===== config.mk =====
export PLATFORM = sky130hd
export DESIGN_NAME = bpt_transposer
export DESIGN_NICKNAME = d
export VERILOG_FILES = /design/src/rtl/bpt_pkg.sv /design/src/rtl/bpt_plane_store.sv /design/src/rtl/bpt_drain_seq.sv /design/src/rtl/bpt_rebuild.sv /design/src/rtl/bpt_transposer.sv
export SDC_FILE = /design/constraint.sdc
export NUM_CORES = 2
export LEC_CHECK = 0
export ABC_AREA = 1
export BUFFER_PORTS_ARGS = -buffer_cell sky130_fd_sc_hd__buf_2
export CAP_MARGIN = 20
export CELL_PAD_IN_SITES_DETAIL_PLACEMENT = 2
export CELL_PAD_IN_SITES_GLOBAL_PLACEMENT = 2
export CORE_UTILIZATION = 29
export CTS_CLUSTER_DIAMETER = 200
export DETAILED_ROUTE_END_ITERATION = 12
export HOLD_SLACK_MARGIN = 0.02
export PLACE_DENSITY_LB_ADDON = 0.1
export RECOVER_POWER = 100
export SLEW_MARGIN = 20
export SYNTH_ARGS = -nofsm -noshare
export SYNTH_HDL_FRONTEND = slang
export SYNTH_SLANG_ARGS = --single-unit

===== constraint.sdc =====
create_clock -name clk -period 5.3 [get_ports clk]
set_input_delay 0.265 -clock clk [delete_from_list [all_inputs] [get_ports clk]]
set_output_delay 0.265 -clock clk [all_outputs]
set_load 0.02 [all_outputs]

===== src/rtl/bpt_pkg.sv =====
package bpt_pkg;
  localparam int DEF_N_BITS = 16;
  localparam int DEF_N_ELEM = 32;

  // Which output stream a plane is routed to
  typedef enum logic {
    ROUTE_PROT = 1'b0,
    ROUTE_UNP  = 1'b1
  } plane_route_e;
endpackage


===== src/rtl/bpt_plane_store.sv =====
module bpt_plane_store #(
  parameter int N_BITS = bpt_pkg::DEF_N_BITS,
  parameter int N_ELEM = bpt_pkg::DEF_N_ELEM,
  localparam int PW = $clog2(N_BITS),
  localparam int EW = $clog2(N_ELEM)
) (
  input  logic              clk,
  input  logic              wr_en,
  input  logic              wr_buf,
  input  logic [EW-1:0]     wr_idx,
  input  logic [N_BITS-1:0] wr_elem,
  input  logic              rd_buf,
  input  logic [PW-1:0]     rd_plane,
  output logic [N_ELEM-1:0] rd_word
);
  // Storage is plane-major: each row is one plane of one buffer
  logic [N_ELEM-1:0] mem [2][N_BITS];

  for (genvar i = 0; i < N_BITS; i++) begin : g_plane_wr
    always_ff @(posedge clk) begin
      if (wr_en) mem[wr_buf][i][wr_idx] <= wr_elem[i];
    end
  end

  assign rd_word = mem[rd_buf][rd_plane];
endmodule


===== src/rtl/bpt_drain_seq.sv =====
module bpt_drain_seq #(
  parameter int N_BITS = bpt_pkg::DEF_N_BITS,
  localparam int PW = $clog2(N_BITS),
  localparam int SW = PW + 1
) (
  input  logic              clk,
  input  logic              rst_n,
  input  logic              active,
  input  logic [N_BITS-1:0] mask,
  input  logic              hs,
  output logic [PW-1:0]     plane_o,
  output bpt_pkg::plane_route_e route_o,
  output logic              last_o
);
  // Walk a virtual sequence of 2*N_BITS slots:
  // slots 0..N-1 hold the selected pass, slots N..2N-1 the unselected pass.
  logic [SW-1:0] pos;
  logic [PW-1:0] cnt;
  logic [SW-1:0] next_pos;

  always_comb begin
    plane_o  = '0;
    route_o  = bpt_pkg::ROUTE_PROT;
    next_pos = '0;
    for (int q = 2 * N_BITS - 1; q >= 0; q--) begin
      if (q >= int'(pos) && (mask[q % N_BITS] != (q >= N_BITS))) begin
        plane_o  = PW'(q % N_BITS);
        route_o  = (q >= N_BITS) ? bpt_pkg::ROUTE_UNP : bpt_pkg::ROUTE_PROT;
        next_pos = SW'(q + 1);
      end
    end
  end

  assign last_o = active && (cnt == PW'(N_BITS - 1));

  always_ff @(posedge clk or negedge rst_n) begin
    if (!rst_n) begin
      pos <= '0;
      cnt <= '0;
    end else if (active && hs) begin
      if (last_o) begin
        pos <= '0;
        cnt <= '0;
      end else begin
        pos <= next_pos;
        cnt <= cnt + PW'(1);
      end
    end
  end
endmodule


===== src/rtl/bpt_rebuild.sv =====
module bpt_rebuild #(
  parameter int N_BITS = bpt_pkg::DEF_N_BITS,
  parameter int N_ELEM = bpt_pkg::DEF_N_ELEM,
  localparam int PW = $clog2(N_BITS),
  localparam int EW = $clog2(N_ELEM)
) (
  input  logic              clk,
  input  logic              rst_n,
  input  logic              pin_valid,
  output logic              pin_ready,
  input  logic [N_ELEM-1:0] pin_word,
  input  logic [PW-1:0]     pin_plane,
  output logic              eout_valid,
  input  logic              eout_ready,
  output logic [N_BITS-1:0] eout_elem
);
  logic [N_ELEM-1:0] pbuf [N_BITS];
  logic [N_BITS-1:0] got;
  logic [N_BITS-1:0] got_nx;
  logic              emitting;
  logic [EW-1:0]     k;

  assign pin_ready  = !emitting;
  assign eout_valid = emitting;
  assign got_nx     = got | (N_BITS'(1) << pin_plane);

  for (genvar i = 0; i < N_BITS; i++) begin : g_elem_bit
    assign eout_elem[i] = pbuf[i][k];
  end

  always_ff @(posedge clk) begin
    if (pin_valid && pin_ready) pbuf[pin_plane] <= pin_word;
  end

  always_ff @(posedge clk or negedge rst_n) begin
    if (!rst_n) begin
      got      <= '0;
      emitting <= 1'b0;
      k        <= '0;
    end else if (emitting) begin
      if (eout_ready) begin
        if (k == EW'(N_ELEM - 1)) begin
          k        <= '0;
          emitting <= 1'b0;
          got      <= '0;
        end else begin
          k <= k + EW'(1);
        end
      end
    end else if (pin_valid) begin
      got <= got_nx;
      if (&got_nx) emitting <= 1'b1;
    end
  end
endmodule


===== src/rtl/bpt_transposer.sv =====
module bpt_transposer #(
  parameter int N_BITS = bpt_pkg::DEF_N_BITS,
  parameter int N_ELEM = bpt_pkg::DEF_N_ELEM,
  localparam int PW = $clog2(N_BITS),
  localparam int EW = $clog2(N_ELEM),
  localparam int CW = $clog2(N_BITS + 1)
) (
  input  logic              clk,
  input  logic              rst_n,
  input  logic [N_BITS-1:0] prot_mask,
  input  logic              in_valid,
  output logic              in_ready,
  input  logic [N_BITS-1:0] in_elem,
  output logic              prot_valid,
  input  logic              prot_ready,
  output logic [N_ELEM-1:0] prot_word,
  output logic [PW-1:0]     prot_plane,
  output logic              unp_valid,
  input  logic              unp_ready,
  output logic [N_ELEM-1:0] unp_word,
  output logic [PW-1:0]     unp_plane,
  output logic [CW-1:0]     sel_count,
  input  logic              pin_valid,
  output logic              pin_ready,
  input  logic [N_ELEM-1:0] pin_word,
  input  logic [PW-1:0]     pin_plane,
  output logic              eout_valid,
  input  logic              eout_ready,
  output logic [N_BITS-1:0] eout_elem
);
  logic              wr_buf, rd_buf;
  logic [EW-1:0]     wr_idx;
  logic [1:0]        full, full_nx;
  logic [N_BITS-1:0] gmask [2];
  logic              in_fire, grp_filled, grp_done, hs, drain_act;
  logic [PW-1:0]     cur_plane;
  logic [N_ELEM-1:0] cur_word;
  bpt_pkg::plane_route_e cur_route;

  assign in_ready   = !full[wr_buf];
  assign in_fire    = in_valid && in_ready;
  assign grp_filled = in_fire && (wr_idx == EW'(N_ELEM - 1));
  assign drain_act  = full[rd_buf];

  assign prot_valid = drain_act && (cur_route == bpt_pkg::ROUTE_PROT);
  assign unp_valid  = drain_act && (cur_route == bpt_pkg::ROUTE_UNP);
  assign prot_word  = cur_word;
  assign unp_word   = cur_word;
  assign prot_plane = cur_plane;
  assign unp_plane  = cur_plane;
  assign sel_count  = CW'($countones(gmask[rd_buf]));
  assign hs         = (prot_valid && prot_ready) || (unp_valid && unp_ready);

  logic last_plane;
  assign grp_done = hs && last_plane;

  always_comb begin
    full_nx = full;
    if (grp_filled) full_nx[wr_buf] = 1'b1;
    if (grp_done)   full_nx[rd_buf] = 1'b0;
  end

  always_ff @(posedge clk or negedge rst_n) begin
    if (!rst_n) begin
      wr_buf   <= 1'b0;
      rd_buf   <= 1'b0;
      wr_idx   <= '0;
      full     <= '0;
      gmask[0] <= '0;
      gmask[1] <= '0;
    end else begin
      if (in_fire) begin
        if (wr_idx == '0) gmask[wr_buf] <= prot_mask;
        if (grp_filled) begin
          wr_idx <= '0;
          wr_buf <= ~wr_buf;
        end else begin
          wr_idx <= wr_idx + EW'(1);
        end
      end
      if (grp_done) rd_buf <= ~rd_buf;
      full <= full_nx;
    end
  end

  bpt_plane_store #(.N_BITS(N_BITS), .N_ELEM(N_ELEM)) u_store (
    .clk      (clk),
    .wr_en    (in_fire),
    .wr_buf   (wr_buf),
    .wr_idx   (wr_idx),
    .wr_elem  (in_elem),
    .rd_buf   (rd_buf),
    .rd_plane (cur_plane),
    .rd_word  (cur_word)
  );

  bpt_drain_seq #(.N_BITS(N_BITS)) u_seq (
    .clk     (clk),
    .rst_n   (rst_n),
    .active  (drain_act),
    .mask    (gmask[rd_buf]),
    .hs      (hs),
    .plane_o (cur_plane),
    .route_o (cur_route),
    .last_o  (last_plane)
  );

  bpt_rebuild #(.N_BITS(N_BITS), .N_ELEM(N_ELEM)) u_rebuild (
    .clk        (clk),
    .rst_n      (rst_n),
    .pin_valid  (pin_valid),
    .pin_ready  (pin_ready),
    .pin_word   (pin_word),
    .pin_plane  (pin_plane),
    .eout_valid (eout_valid),
    .eout_ready (eout_ready),
    .eout_elem  (eout_elem)
  );
endmodule


* Word-level counts from Yosys, hierarchy flattened
Memories as Yosys holds them, arrays and structs flattened.
Index checks and enable logic that the tools add are counted.
** Storage, ports and cells
- Memories :: 2
- ROM bits :: 0
- Bits in writable memories :: 1536
- Register bits :: 72
- Bits in latches :: 0
- Word-level logic and storage cells :: 324
- Output and inout port bits :: 98
** Cells by class
- $add $sub $neg :: 18
- Order comparisons :: 42
- Reduce and logical (&&, ||, !) cells :: 55
- Div/mod/pow operators :: 0
- Shifts and indexed selects :: 1
- Eq/ne operators :: 5
- Multiply operators :: 0
- Bitwise gates (word level) :: 25
- Multiplexer cells :: 165
** Memory list
- u_store.mem :: depth 2, width 512, read ports 1, clocked after Yosys merged registers in 0, write ports 1, RTL line bpt_plane_store.sv:17 : logic [N_ELEM-1:0] mem [2][N_BITS];
- u_rebuild.pbuf :: depth 16, width 32, read ports 16, clocked after Yosys merged registers in 0, write ports 1, RTL line bpt_rebuild.sv:17 : logic [N_ELEM-1:0] pbuf [N_BITS];
** Operators by type and width (number)
- 5-bit 2-to-1 mux :: 34
- 4-bit 2-to-1 mux :: 33
- 32-bit binary-select mux with 4-bit select :: 1
- 16-bit 2-to-1 mux :: 8
- 32-bit 2-to-1 mux :: 3
- 1-bit binary-select mux with 5-bit select :: 16
- 5-bit >= comparator, first input constant :: 15
- 1-bit 2-to-1 mux :: 63
- 1-bit logical AND :: 45
- 4-bit by 5-bit >= comparator with 1-bit output, first input constant :: 8
- 32-bit bitwise mux :: 1
- 3-bit by 5-bit >= comparator with 1-bit output, first input constant :: 4
- 1-bit NOT :: 18
- 1-bit by 1-bit adder with 2-bit output :: 8
- 16-bit demux with 1-bit select :: 1
- 16-bit OR :: 1
- 16-bit AND reduction :: 1
- 1-bit by 4-bit << shifter with 16-bit output, first input constant :: 1
- 2-bit by 2-bit adder with 3-bit output :: 4
- 5-bit by 6-bit < comparator with 1-bit output, second input constant :: 2
- 5-bit by 1-bit adder with 5-bit output, second input constant :: 2
- 5-bit equality test, second input constant :: 2
- 1-bit by 5-bit >= comparator with 1-bit output, first input constant :: 2
- 2-bit by 5-bit >= comparator with 1-bit output, first input constant :: 2
- other kinds (25) :: 36

* Logic depth before layout (Yosys ltp)
- Word-level depth :: 43
- Depth in mapped cells :: 33

* Hierarchy
From an unflattened synthesis, not the netlist that was laid out.
** Unflattened totals
- Cell total of the unflattened synthesis :: 6310
- Area, all modules :: 68926.1 µm²
** By module, submodules not included
- bpt_plane_store :: seq. area each 30749.5 µm², cells each 3571, times used 1, area each 42055.3 µm²
- bpt_rebuild :: seq. area each 15925.3 µm², cells each 2132, times used 1, area each 22691.8 µm²
- bpt_transposer :: seq. area each 1026.0 µm², cells each 337, times used 1, area each 2701.3 µm²
- bpt_drain_seq :: seq. area each 225.2 µm², cells each 270, times used 1, area each 1477.7 µm²

* Least setup slack after synthesis
Ideal clock, no wire load.
- Kind :: register -> register
- Start :: register u_rebuild.emitting, in the netlist u_rebuild.eout_valid
- End :: memory u_rebuild.pbuf[4][0] in the netlist's numbering, enable pin
- Stages on the path, launching flop included :: 5
- Data required time :: 4.795 ns
- Arrival time :: 4.134 ns
- Path slack :: 0.661 ns
- Path buffers :: 1
- Clock period less this slack :: 4.639 ns
- Cell sequence :: dfrtp_1 > inv_1 > nand2_1 > clkbuf_1 > nor4_1
** Between the ends
- Cells in the longest elaborated chain, start to end :: 4
** Ends and longest elaborated chain
- start, declared :: RTL line bpt_rebuild.sv:20 : logic emitting;
- start signal, assigned :: RTL line bpt_rebuild.sv:38 : emitting <= 1'b0;
- start signal, assigned :: RTL line bpt_rebuild.sv:44 : emitting <= 1'b0;
- start signal, assigned :: RTL line bpt_rebuild.sv:52 : if (&got_nx) emitting <= 1'b1;
- 1-bit zero test :: RTL line bpt_rebuild.sv:23 : assign pin_ready = !emitting;
- net pin_ready :: RTL line bpt_transposer.sv:24 : output logic pin_ready,
- 1-bit logical AND :: RTL line bpt_rebuild.sv:32 : if (pin_valid && pin_ready) pbuf[pin_plane] <= pin_word;
- 1-bit 2-to-1 mux :: RTL line bpt_rebuild.sv:32
- 1-bit 2-to-1 mux (implied by the code) :: RTL line bpt_rebuild.sv:32
- end, declared :: RTL line bpt_rebuild.sv:17
The timed path passes the listed nets, and every way through them passes these cells.

* Worst setup path in the final report
- Start :: register rd_buf
- End :: output port sel_count[1]
** Between the ends
- Cells in the longest elaborated chain, start to end :: 8
- Elaborated cells between the ends (all ways) :: 19
** Ends and longest elaborated chain
- start, declared :: RTL line bpt_transposer.sv:31 : logic wr_buf, rd_buf;
- start signal, assigned :: RTL line bpt_transposer.sv:81 : if (grp_done) rd_buf <= ~rd_buf;
- 1-bit NOT with 2-bit output (implied by the code) (*) :: RTL line bpt_transposer.sv:51 : assign sel_count = CW'($countones(gmask[rd_buf]));
- 16-bit 2-to-1 mux (implied by the code) (*) (3 in a row) :: RTL line bpt_transposer.sv:51
- 1-bit by 1-bit adder with 2-bit output (implied by the code) :: RTL line bpt_transposer.sv:51
- 2-bit by 2-bit adder with 3-bit output (implied by the code) :: RTL line bpt_transposer.sv:51
- 3-bit by 3-bit adder with 4-bit output (implied by the code) :: RTL line bpt_transposer.sv:51
- 4-bit by 4-bit adder with 5-bit output (implied by the code) (*) :: RTL line bpt_transposer.sv:51
- end, declared :: RTL line bpt_transposer.sv:22 : output logic [CW-1:0] sel_count,
Mark *: on every way between the ends. The rest lies on a longest branch, timed or not. The select of a mux whose other input is x is not followed.

==> summary.md <==
| Metric | Value |
|---|---|
| Status | finished with violations |
| Failing checks | capacitance limit, slew limit |
| H-tree levels | 4 |
| Leak | 25.5 nW |
| Yosys cell types | 46 |
| Clock latency on the worst-skew pair | a little over 0.8 ns |
| IR drop worst, VDD | a little under 1000 uV |
| Syn Nets | 5183 |
| Fin cells | 8515 |
| CP Max Fanout | 5 |
| Cells after synthesis | ~5100 |
| Layout cell share with drive strength beyond 1 | 0.0967 |
| Relative slew margins | -2.32 |
| Die Span X | slightly below 500 um |
| Ys async rst share | 0.0448 |
| Worst r2r src | wr_buf$_DFFE_PN0P_ |
| Internal power | between 20 and 30 mW |
| Power, Total | slightly above 50 mW |
| IO Count | between 150 and 200 |
| Register area share after synthesis | 0.714 |
| Synth Cell Area | ~67000 um2 |
| CP required | 5.04 ns |
| Dpl cell area | around 70000 um2 |
| Post-layout min period | between 5 and 6 ns |
| Vias | 43700 |
| Post-route design area | approximately 79000 um2 |
| Crit path DAT | a little under 5 ns |
| Clock Skew | around 0.044 ns |
| DR top layer | met4 |
| Final Hold Viols | 0 |
| DRT met1 WL | 109000 um |
| Routed vias/inst | just over 5 |
| Routability Congestion | about 0.75 |
| Seq pwr share | 0.285 |
| Core area | roughly 230000 um2 |
| PwrDens | roughly 650 nW/um2 |
| Yosys warns | 0 |
| Full die area | around 230000 um2 |
| Initial antenna violation count | 13 |
| Die height | between 400 and 500 um |
| WL met2 | 105000 um |
| CTS tree | yes |
| Hold Path Class | primary input to flop |
| Clock power share | 0.251 |
| Comb power frac | 0.464 |
| Main synth FF type | edfxtp_1 |
| P_sw | around 23 mW |
| Switching share of power | 0.440 |
| Post-Place Setup Slack | ~0.3 ns |
| Initial DRC count | ~2500 |
| Drt total wl | around 230000 um |
| Drt first pass iters | 5 |
| CTS clock-pin slew for the worst setup and hold paths | roughly 0.06 ns |
| Largest net degree at the start of global routing | approximately 150 |
| Yosys reg bits | around 1600 |
| Port bufs | 172 |
| Worst Hold Launch | in_valid |
| Drt wl/cell | approximately 27 um |
| Clk root buf | clkbuf_16 |
| Worst Setup Start Kind | flop |
| Initial core utilization | 0.292 |
| Most common cell after layout, fill and taps aside | edfxtp_1 |
| # setup viols final | 0 |
| R2r worst-path depth | 10 |
| Worst-Margin Slew | about 5.0 ns |
| Placed cells | 8054 |
| Clk buf depth | 3 |
| DRC errors left | 0 |
| Row count | roughly 180 |
| Post-synth EDFFs | 1536 |
| RSZ-0062 raised after global routing | true |
| WHS Path Cells | 4 |
| Avg Cell Area, Syn | 13.2 um2 |
| Most frequent cells in the layout | 1536 x edfxtp_1, 502 x nand2_1, 484 x nand3_1 |
| TritonCTS Buffers | 190 |
| Fill count | about 24000 |
| Sink of the worst hold path | wr_idx[4]$_DFFE_PN0P_ |
| Grt ovf | 0 |
| DP HPWL | roughly 120000 um |
| First-pass GRT wire length | 329000 um |
| Crit. End Element | output pin |
| Critical path class | flop to output pin |
| PnR worst setup slack | 0.173 ns |
| GRT Util Overall | 0.190 |
| Max cap viols | 43 |
| Final Cycle Share | 0.967 |
| Max-slew violations | between 1500 and 2000 |
| Met3 wire length | approximately 7300 um |
| Antenna viol nets, final | 0 |
| Worst r2r dst | u_store.mem[1][486]$_DFFE_PP_ |
| Layout Nets | between 5000 and 6000 |
| Worst reg-to-reg setup slack | between 0.6 and 0.7 ns |
| Fmax | between 150 and 200 MHz |
| Vias in the first global route | ~47000 |
| Synth-to-Final Area Change | 17.3% |
| Clock sink count | between 1500 and 2000 |
per-stage QoR:
step / setup TNS, ns / hold WS (ns) / utilization
after floorplan: 0 / -0.0306 / -
after global placement: 0 / 0.229 / 0.313
after detailed placement: 0 / 0.229 / 0.313
after CTS: 0 / 0.121 / 0.343
after global routing: -0.333 / 0.256 / 0.342
final: 0 / 0.278 / 0.342
power by group through the flow:
stage | Sequential [mW] | Combinational [mW] | Clock, mW
after CTS | 14.6 | 23.0 | 13.3
after global placement | 14.8 | 22.5 | 0
final | 14.6 | 23.8 | 12.9
after floorplan | 14.7 | 14.2 | 0
after global routing | 14.6 | 25.8 | 13.7
after detailed placement | 14.8 | 22.7 | 0
repair_timing:
item                       CTS  global route
hold buffers                80             0
gates resized for setup     25            55
setup endpoints to repair   68            68
gates cloned                 0             8
setup buffers                3            13
hold endpoints to repair   858             0
pin swaps                    2            11
synth_stat cells, types with 6 or more instances:
cell type	number	share of area
dfrtp_1	72	0.027
inv_1	135	0.0076
mux2i_1	482	0.072
nand3_1	485	0.036
inv_2	6	0.00034
o22ai_1	150	0.014
fa_1	10	0.0030
nand2_1	514	0.029
buf_2	71	0.0053
buf_4	50	0.0056
nor3_1	71	0.0053
o21ai_1	18	0.0013
a21oi_1	51	0.0038
nor4_1	17	0.0016
ha_1	13	0.0024
nor2_1	432	0.024
buf_1	21	0.0012
nand4_1	264	0.025
o21ai_0	376	0.028
clkbuf_1	251	0.014
a31oi_1	6	0.00056
edfxtp_1	1536	0.69
o31ai_1	9	0.0010
sequential cells by signal, summed over array words and instances (netlist names), 2 cells and up:
signal          flops
u_seq.pos           5
full                2
u_store.mem      1024
gmask              32
u_rebuild.got      16
u_seq.cnt           4
u_rebuild.pbuf    512
u_rebuild.k         5
wr_idx              5
cell type report:
| type | count | area [um2] | share of cell area |
|---|---|---|---|
| Timing Repair Buffer | 439 | 3150 | 0.0401 |
| Timing Repair inverter | 1 | 8.76 | 0.000111 |
| Clock inverter | 123 | 1170 | 0.0149 |
| Inverter | 144 | 589 | 0.00749 |
| Sequential cell | 1608 | 47900 | 0.609 |
| Multi-Input combinational cell | 2941 | 17100 | 0.217 |
| Clock buffer | 224 | 4940 | 0.0628 |
| Antenna cell | 9 | 22.5 | 0.000286 |
| Tap cell | 3026 | 3790 | 0.0481 |
critical path, stage by stage (launching register included):
cell     delay (ns)
dfrtp_4        0.49
buf_12         0.15
buf_4          0.14
mux2i_4        0.21
fa_1           0.53
inv_2          0.04
fa_1           0.47
inv_1          0.05
fa_1           0.48
fa_1           0.52
inv_2          0.10
ha_4           0.16
inv_2          0.04
fa_2           0.51
inv_1          0.03
buf_2          0.14
routing by layer:
layer  track usage  vias to the layer above
li1              -                    19500
met1         0.266                    23200
met2         0.310                      672
met3        0.0257                      292
met4        0.0504                        0
met5             0                        -
worst max path at each step:
stage,to,cells past startpoint,startpoint,slack [ns]
3_3_place_gp,prot_word[6],27,rd_buf$_DFFE_PN0P_,0.47
4_1_cts,sel_count[2],15,rd_buf$_DFFE_PN0P_,0.0007
3_5_place_dp,unp_word[4],27,rd_buf$_DFFE_PN0P_,0.31
5_1_grt,prot_word[30],15,rd_buf$_DFFE_PN0P_,-0.04
6_report,sel_count[1],15,rd_buf$_DFFE_PN0P_,0.17
2_1_floorplan,u_rebuild.pbuf[4][0]$_DFFE_PP_,4,u_rebuild.eout_valid$_DFF_PN0_,0.66
cell families after synthesis:
family | share of synthesized area
DFF | 0.714
and+or+nand+nor | 0.123
adders and majority gates | 0.00541
buffers and inverters | 0.0342
xor gates and xnor gates | 0.000783
AOI/OAI and AO/OA | 0.0509
muxes | 0.0719
Note: power is estimated with default switching activity, not from simulation.
